$ cat src/rtl/csa6_pkg.sv
package csa6_pkg;

  // Number of operands; the reduction tree below is laid out for exactly this many.
  localparam int unsigned NUM_OPS = 6;

  // Extra result bits needed so that NUM_OPS signed values can never overflow.
  localparam int unsigned GUARD = $clog2(NUM_OPS);

  // Sum of the negative sign weights removed by inverting each operand MSB.
  // Adding this value back (modulo the result width) restores full sign extension.
  function automatic int sign_bias(input int unsigned w);
    return -(int'(NUM_OPS) * (1 << (w - 1)));
  endfunction

endpackage

$ cat src/rtl/csa6_fa.sv
module csa6_fa (
  input  logic a_i,
  input  logic b_i,
  input  logic c_i,
  output logic s_o,
  output logic co_o
);

  assign s_o  = a_i ^ b_i ^ c_i;
  assign co_o = (a_i & b_i) | (a_i & c_i) | (b_i & c_i);

endmodule

$ cat src/rtl/csa6_row.sv
// One 3:2 carry-save level: three rows in, a sum row and a left-shifted carry row out.
module csa6_row #(
  parameter int unsigned WIDTH = 9
) (
  input  logic [WIDTH-1:0] x_i,
  input  logic [WIDTH-1:0] y_i,
  input  logic [WIDTH-1:0] z_i,
  output logic [WIDTH-1:0] sum_o,
  output logic [WIDTH-1:0] carry_o
);

  logic [WIDTH-1:0] co_bits;

  assign carry_o[0] = 1'b0;

  for (genvar i = 0; i < WIDTH; i++) begin : g_col
    if (i < WIDTH - 1) begin : g_fa
      csa6_fa u_fa (
        .a_i  (x_i[i]),
        .b_i  (y_i[i]),
        .c_i  (z_i[i]),
        .s_o  (sum_o[i]),
        .co_o (co_bits[i])
      );
      assign carry_o[i+1] = co_bits[i];
    end else begin : g_top
      // The top column's carry leaves the result width, so only its parity is kept.
      assign sum_o[i]   = x_i[i] ^ y_i[i] ^ z_i[i];
      assign co_bits[i] = 1'b0;
    end
  end

endmodule

$ cat src/rtl/csa6_cpa.sv
// Ripple carry-propagate adder built from the same full-adder cell, modulo 2^WIDTH.
module csa6_cpa #(
  parameter int unsigned WIDTH = 9
) (
  input  logic [WIDTH-1:0] a_i,
  input  logic [WIDTH-1:0] b_i,
  output logic [WIDTH-1:0] sum_o
);

  logic [WIDTH:0] carry;

  assign carry[0] = 1'b0;

  for (genvar i = 0; i < WIDTH; i++) begin : g_bit
    if (i < WIDTH - 1) begin : g_fa
      csa6_fa u_fa (
        .a_i  (a_i[i]),
        .b_i  (b_i[i]),
        .c_i  (carry[i]),
        .s_o  (sum_o[i]),
        .co_o (carry[i+1])
      );
    end else begin : g_top
      assign sum_o[i]   = a_i[i] ^ b_i[i] ^ carry[i];
      assign carry[i+1] = 1'b0;
    end
  end

endmodule

$ cat src/rtl/csa6_adder.sv
module csa6_adder
  import csa6_pkg::*;
#(
  parameter int unsigned W       = 6,
  parameter bit          REG_IN  = 1'b1,
  parameter bit          REG_OUT = 1'b1,
  localparam int unsigned RW     = W + GUARD
) (
  input  logic          clk,
  input  logic          rst_n,
  input  logic [W-1:0]  op0_i,
  input  logic [W-1:0]  op1_i,
  input  logic [W-1:0]  op2_i,
  input  logic [W-1:0]  op3_i,
  input  logic [W-1:0]  op4_i,
  input  logic [W-1:0]  op5_i,
  output logic [RW-1:0] sum_o
);

  localparam int unsigned FLAT = NUM_OPS * W;
  localparam int unsigned HI   = RW - W;

  // Bias word; its low W bits are zero because NUM_OPS is even.
  localparam logic [RW-1:0] BIAS    = RW'(sign_bias(W));
  localparam logic [HI-1:0] BIAS_HI = BIAS[RW-1:W];

  // ---------------------------------------------------------------- input stage
  logic [FLAT-1:0] op_in_flat;
  logic [FLAT-1:0] op_flat;

  assign op_in_flat = {op5_i, op4_i, op3_i, op2_i, op1_i, op0_i};

  if (REG_IN) begin : g_in_reg
    always_ff @(posedge clk or negedge rst_n) begin
      if (!rst_n) op_flat <= '0;
      else        op_flat <= op_in_flat;
    end
  end else begin : g_in_wire
    assign op_flat = op_in_flat;
  end

  // ----------------------------------------------------------- partial rows
  logic [RW-1:0] row [NUM_OPS];

  for (genvar i = 0; i < NUM_OPS; i++) begin : g_row
    localparam logic [HI-1:0] UPPER = (i == 0) ? BIAS_HI : '0;
    assign row[i] = {UPPER, ~op_flat[i*W + W-1], op_flat[i*W +: W-1]};
  end

  // --------------------------------------------------- level 1: six to four
  logic [RW-1:0] s_a, c_a, s_b, c_b;

  csa6_row #(.WIDTH(RW)) u_l1a (
    .x_i     (row[0]),
    .y_i     (row[1]),
    .z_i     (row[2]),
    .sum_o   (s_a),
    .carry_o (c_a)
  );

  csa6_row #(.WIDTH(RW)) u_l1b (
    .x_i     (row[3]),
    .y_i     (row[4]),
    .z_i     (row[5]),
    .sum_o   (s_b),
    .carry_o (c_b)
  );

  // --------------------------------------------------- level 2: four to three
  logic [RW-1:0] s_c, c_c;

  csa6_row #(.WIDTH(RW)) u_l2 (
    .x_i     (s_a),
    .y_i     (c_a),
    .z_i     (s_b),
    .sum_o   (s_c),
    .carry_o (c_c)
  );

  // ---------------------------------------------------- level 3: three to two
  logic [RW-1:0] s_d, c_d;

  csa6_row #(.WIDTH(RW)) u_l3 (
    .x_i     (s_c),
    .y_i     (c_c),
    .z_i     (c_b),
    .sum_o   (s_d),
    .carry_o (c_d)
  );

  // ------------------------------------------------ final carry-propagate add
  logic [RW-1:0] cpa_sum;

  csa6_cpa #(.WIDTH(RW)) u_cpa (
    .a_i   (s_d),
    .b_i   (c_d),
    .sum_o (cpa_sum)
  );

  // --------------------------------------------------------------- output stage
  if (REG_OUT) begin : g_out_reg
    always_ff @(posedge clk or negedge rst_n) begin
      if (!rst_n) sum_o <= '0;
      else        sum_o <= cpa_sum;
    end
  end else begin : g_out_wire
    assign sum_o = cpa_sum;
  end

endmodule

$ cat config.mk
export PLATFORM = sky130hd
export DESIGN_NAME = csa6_adder
export DESIGN_NICKNAME = d
export VERILOG_FILES = /design/src/rtl/csa6_pkg.sv /design/src/rtl/csa6_fa.sv /design/src/rtl/csa6_row.sv /design/src/rtl/csa6_cpa.sv /design/src/rtl/csa6_adder.sv
export SDC_FILE = /design/constraint.sdc
export NUM_CORES = 1
export LEC_CHECK = 0
export BUFFER_PORTS_ARGS = -buffer_cell sky130_fd_sc_hd__buf_2
export CAP_MARGIN = 20
export CORE_ASPECT_RATIO = 0.7
export CORE_MARGIN = 3
export CORE_UTILIZATION = 40
export CTS_CLUSTER_DIAMETER = 50
export CTS_CLUSTER_SIZE = 12
export DETAILED_ROUTE_END_ITERATION = 8
export GPL_TIMING_DRIVEN = 0
export PLACE_DENSITY = 0.68
export SETUP_SLACK_MARGIN = 0.05
export SYNTH_ARGS = -nofsm -noshare
export SYNTH_HDL_FRONTEND = slang
export SYNTH_SLANG_ARGS = --single-unit
$ cat constraint.sdc
create_clock -name clk -period 6.95 [get_ports clk]
set_input_delay 1.39 -clock clk [delete_from_list [all_inputs] [get_ports clk]]
set_output_delay 1.39 -clock clk [all_outputs]
set_load 0.1 [all_outputs]
* After elaboration in Yosys (flattened, before gate mapping) *
Index checks and enable logic that the tools add are counted.

storage, ports and cells
  bits in registers = 45
  latch bits = 0
  RAM bits = 0
  memory bits (read-only) = 0
  input port bits = 38
  output and inout port bits = 9
  logic and storage cells = 210
  memories = 0

operators by class
  add/sub/neg operators = 0
  multipliers = 0
  div/mod/pow operators = 0
  magnitude comparators = 0
  equal/unequal tests = 0
  shift operators = 0
  multiplexer cells = 0
  bitwise operators = 208
  reduce and logical (&&, ||, !) cells = 0

operators with widths
  kind               count
  bitwise AND 1 bit  86
  XOR 1 bit          58
  bitwise OR 1 bit   56
  NOT 1 bit          8

* Longest topological paths before layout *
  depth after elaboration = 25
  gate-level depth with buffers = 14
  depth with buffers taken out = 14

* Hierarchy *
Synthesis repeated with hierarchy kept, for this count alone.

second synthesis, totals
  cell total of the unflattened synthesis = 107
  area total of the unflattened synthesis = 2,124.5 sq um

modules (own cells, without submodules)
  module      instances  cells an instance  area an instance (sq um)  seq. area each (sq um)
  csa6_adder  1          53                 1,156.1                   1,126.1
  csa6_fa     40         1                  20.0                      0.0
  csa6_row    4          3                  35.0                      0.0
  csa6_cpa    1          2                  27.5                      0.0

* Least setup slack after synthesis *
Ideal clock, no wire load.

  path kind = flip-flop to flip-flop
  start point = register op_flat[2]
  end point = register sum_o[7]
  library setup time = 0.136 ns
  arrival = 4.164 ns
  data required time = 6.814 ns
  path slack = 2.650 ns
  stages on the path, launching flop included = 14
  path buffers = 0
  clock period less this slack = 4.300 ns
  cells stage by stage = dfrtp_1 -> inv_1 -> fa_1 -> inv_1 -> fa_1 -> inv_1 -> fa_1 -> inv_1 -> ha_1 -> fa_1 -> fa_1 -> fa_1 -> fa_1 -> fa_1

on the way
  cells in the longest elaborated chain, start to end = 20
  elaborated cells between the ends (all ways) = 58
  classes of those cells = bitwise (58)

RTL lines
  item                                                   RTL line                     RTL
  start, declared                                        csa6_adder.sv:29             logic [FLAT-1:0] op_flat;
  start signal, assigned                                 csa6_adder.sv:36             else op_flat <= op_in_flat;
  bitwise AND 1 bit / XOR 1 bit (equally long branches)  csa6_fa.sv:10, csa6_fa.sv:9
  bitwise OR 1 bit / XOR 1 bit (equally long branches)   csa6_fa.sv:10, csa6_fa.sv:9
  bitwise OR 1 bit, or another cell as far along         csa6_fa.sv:10                assign co_o = (a_i & b_i) | (a_i & c_i) | (b_i & c_i);
  XOR 1 bit / bitwise OR 1 bit (equally long branches)   csa6_fa.sv:9, csa6_fa.sv:10
  XOR 1 bit, or another cell as far along                csa6_fa.sv:9                 assign s_o = a_i ^ b_i ^ c_i;
  XOR 1 bit / bitwise OR 1 bit (equally long branches)   csa6_fa.sv:9, csa6_fa.sv:10
  XOR 1 bit, or another cell as far along                csa6_fa.sv:9
  bitwise AND 1 bit                                      csa6_fa.sv:10
  [... 5 more ...]                                       n/a
  bitwise AND 1 bit                                      csa6_fa.sv:10
  bitwise OR 1 bit                                       csa6_fa.sv:10
  bitwise OR 1 bit *                                     csa6_fa.sv:10
  bitwise AND 1 bit                                      csa6_fa.sv:10
  bitwise OR 1 bit                                       csa6_fa.sv:10
  bitwise OR 1 bit *                                     csa6_fa.sv:10
  XOR 1 bit *                                            csa6_fa.sv:9
  net cpa_sum[7]                                         csa6_adder.sv:92             logic [RW-1:0] cpa_sum;
  end signal, assigned                                   csa6_adder.sv:104            else sum_o <= cpa_sum;
  end, declared                                          csa6_adder.sv:17             output logic [RW-1:0] sum_o

Mark *: on every way through the listed nets, which the timed path passes. The rest lies on a longest branch.

* Final worst setup path *
Ends and elaborated chain as after synthesis.

==> summary.txt <==
Yosys
  – Mapped Area: 1840 um^2
  – FF+latch count, synth: 45
  – Number of distinct library cells after synthesis: 4
  – Yosys warning total: 0
  – Syn Nets: 176
  – Avg Synthesized Cell Area: 17.0 um^2
  – Sequential cell area fraction in the yosys report: 61.3%
  – Post-synthesis instance total: 108

Drt
  – Antenna-violating nets left: 0
  – Final routed wirelength across all metal layers: between 2 and 3 mm
  – DRC: 0
  – Vias: between 800 and 900
  – Via density: 4.06
  – Violation count after the first detailed-route iteration: 20
  – Detailed-route wire length per cell: 11.9 um
  – First-pass iteration count of the detailed router: 2

Timing
  – Maximum clock rate: 0.227 GHz
  – Worst slew margin relative to its limit: 37.9%
  – Actual slew at the worst max-slew pin: 0.932 ns
  – Hold violation total from the final report: 0
  – Post-layout minimum cycle time: 4.41 ns
  – Final setup violation count: 0
  – Aggregate negative setup slack: 0 ns
  – Count of pins over their slew limit: 0
  – Setup repair after global routing missed its margin: false
  – Worst Skew: approximately 0.0046 ns
  – Fin crit share: 63.4%

Global route
  – Number of antenna violations at the first check in global routing: 0
  – Overall routing resource usage: between 10% and 20%
  – Wire length of the first global-routing pass: 4.47 mm
  – Pin count of the biggest net entering global routing: 46
  – Number of global-route vias before repair: 1070
  – Total congestion overflow after global routing: 0

Run
  – Max-cap violations: 0

Critical path
  – Crit path to: sum_o[7]
  – Data arrival time of the critical path: 4.57 ns
  – Cell at the slowest stage of the critical path: sky130_fd_sc_hd__fa_1
  – Worst R2R End: sum_o[7]
  – CP delay by family, top: adder cells
  – Crit path cell chain: inv_1 > fa_1 > inv_1 > fa_1 > inv_1 > fa_1 > inv_1 > ha_1 > fa_1 > fa_1 > fa_1 > fa_1 > fa_1
  – WS Path Type: reg -> reg
  – Worst Setup Start Kind: flop
  – Most numerous cell on the critical path: sky130_fd_sc_hd__fa_1
  – Number of buffer and inverter instances along the worst setup path: 4
  – Slowest Stage Delay on Critical Path: 0.53 ns
  – Startpoint of the lowest-slack register-to-register path: op_flat[2]
  – Crit end category: flop
  – Worst Setup SP: op_flat[2]
  – Total number of cells along the worst setup path: 13
  – R2r worst-path depth: 13
  – Maximum fanout count along the critical path: 1
  – Flop-to-flop setup slack: 2.54 ns
  – Data required, critical path: 7.11 ns

CTS
  – Post-cts repair resize count: 0
  – CTS root buffer: sky130_fd_sc_hd__clkbuf_8
  – CTS H-tree depth: 2
  – Clock input transition at the sequential cells of the worst setup and hold paths: 0.08 ns
  – Clock tree from TritonCTS: yes
  – Number of buffers created by CTS: 5
  – Post-CTS setup buffer count: 0
  – Number of sinks driven by the clock tree: 45
  – Max Buffers Root-to-Sink: 2
  – Worst skew pair latency: 0.28 ns
  – CTS hold repair buffers: 0

Placed design
  – DP Wirelength: 2.09 mm
  – Count of buffers from port buffering: 46
  – RD Place Congestion: ~0.7
  – Cell area reported after detailed placement: 2130 um^2

Floorplanning
  – Floorplan die width: 87.0 um
  – Initial cell density of the core: 44.1%
  – Placeable core region: 4160 um^2
  – IO Count: 47
  – Vertical die dimension: 62.7 um
  – Area of the die: 5450 um^2
  – Row Count: 19

Layout
  – Layout overhead on the synthesized area: 20.1%
  – N_diodes: 0
  – Layout cells sized above 1: between 30% and 40%
  – Net total in the final layout: 229
  – Number of filler instances in the final layout: 341
  – Final Instance Area: 2200 um^2

Power
  – Cell Pwr Density: 370 nW/um^2
  – Peak VDD IR: roughly 0.00040 V
  – Leakage dissipation: about 1.1 nW

Min path
  – Worst hold path stage count: 2
  – Worst min path class: reg -> reg

Outcome
  – Run status: finished, final reports clean
==> kinds of logic (layout without fill, tap and decap cells) <==
group                    count (synthesis)  count (layout)  synth area share, %
adder cells (fa/ha/maj)                 30              30                 31.9
flip-flops                              45              45                 61.3
buffers and inverters                   33              85                 6.75
==> power by group <==
part | switching, mW | total, mW | internal, mW | leakage [nW]
registers | 0.0106 | 0.312 | 0.301 | 0.524
clock network | 0.0766 | 0.143 | 0.0661 | 0.0399
logic | 0.278 | 0.361 | 0.0830 | 0.577
==> tightest hold or removal path: stages, from the launching register on <==
cell,delay [ns]
sky130_fd_sc_hd__dfrtp_1,0.34
sky130_fd_sc_hd__fa_1,0.17
sky130_fd_sc_hd__ha_1,0.12
==> flip-flops by register name, summed over array words and instances, names as in the netlist <==
name     flops
op_flat     36
sum_o        9
==> synthesized netlist by cell type <==
cell type	n	area, um^2
sky130_fd_sc_hd__dfrtp_1	45	1130
sky130_fd_sc_hd__inv_1	33	124
sky130_fd_sc_hd__fa_1	28	561
sky130_fd_sc_hd__ha_1	2	25.0
==> per-stage QoR <==
step | util, % | power, mW | cells | setup WS, ns | hold WS (ns)
after global placement | 51.2 | 0.676 | 206 | 2.53 | 0.637
final | 53.0 | 0.816 | 212 | 2.54 | 0.666
after global routing | 53.0 | 0.878 | 212 | 2.39 | 0.693
after floorplan | - | 0.610 | 108 | 2.65 | 0.609
after CTS | 53.0 | 0.831 | 212 | 2.49 | 0.675
after detailed placement | 51.2 | 0.686 | 206 | 2.51 | 0.645
==> how the worst min path moves through the flow <==
stage                           to         from
after floorplan           sum_o[0]  op_flat[30]
after global placement    sum_o[0]  op_flat[30]
after detailed placement  sum_o[0]  op_flat[30]
after CTS                 sum_o[0]  op_flat[30]
after global routing      sum_o[0]  op_flat[30]
final                     sum_o[0]  op_flat[30]
==> routing by layer <==
layer	part of all wire [%]	wire length, um	track usage (%)
met5	0	0	0
met4	0	0	2.92
met3	9.7	244	5.40
met2	51	1280	18.2
met1	40	1000	12.6
==> cells in the final DEF (no fill, tap or decap), drive strengths merged <==
master,count
fa,28
inv,33
clkbuf,5
dfrtp,45
clkinv,1
buf,46
ha,2
==> final cells by class <==
type / instances / area (um^2) / area share [%]
timing repair buffer: 46 / 230 / 10.4
inverter: 33 / 124 / 5.62
clock buffer: 5 / 68.8 / 3.12
clock inverter: 1 / 5.00 / 0.227
sequential: 45 / 1130 / 51.1
tap: 52 / 65.1 / 2.95
multi-input combinational: 30 / 586 / 26.6
Note: power is estimated with default switching activity, not from simulation.
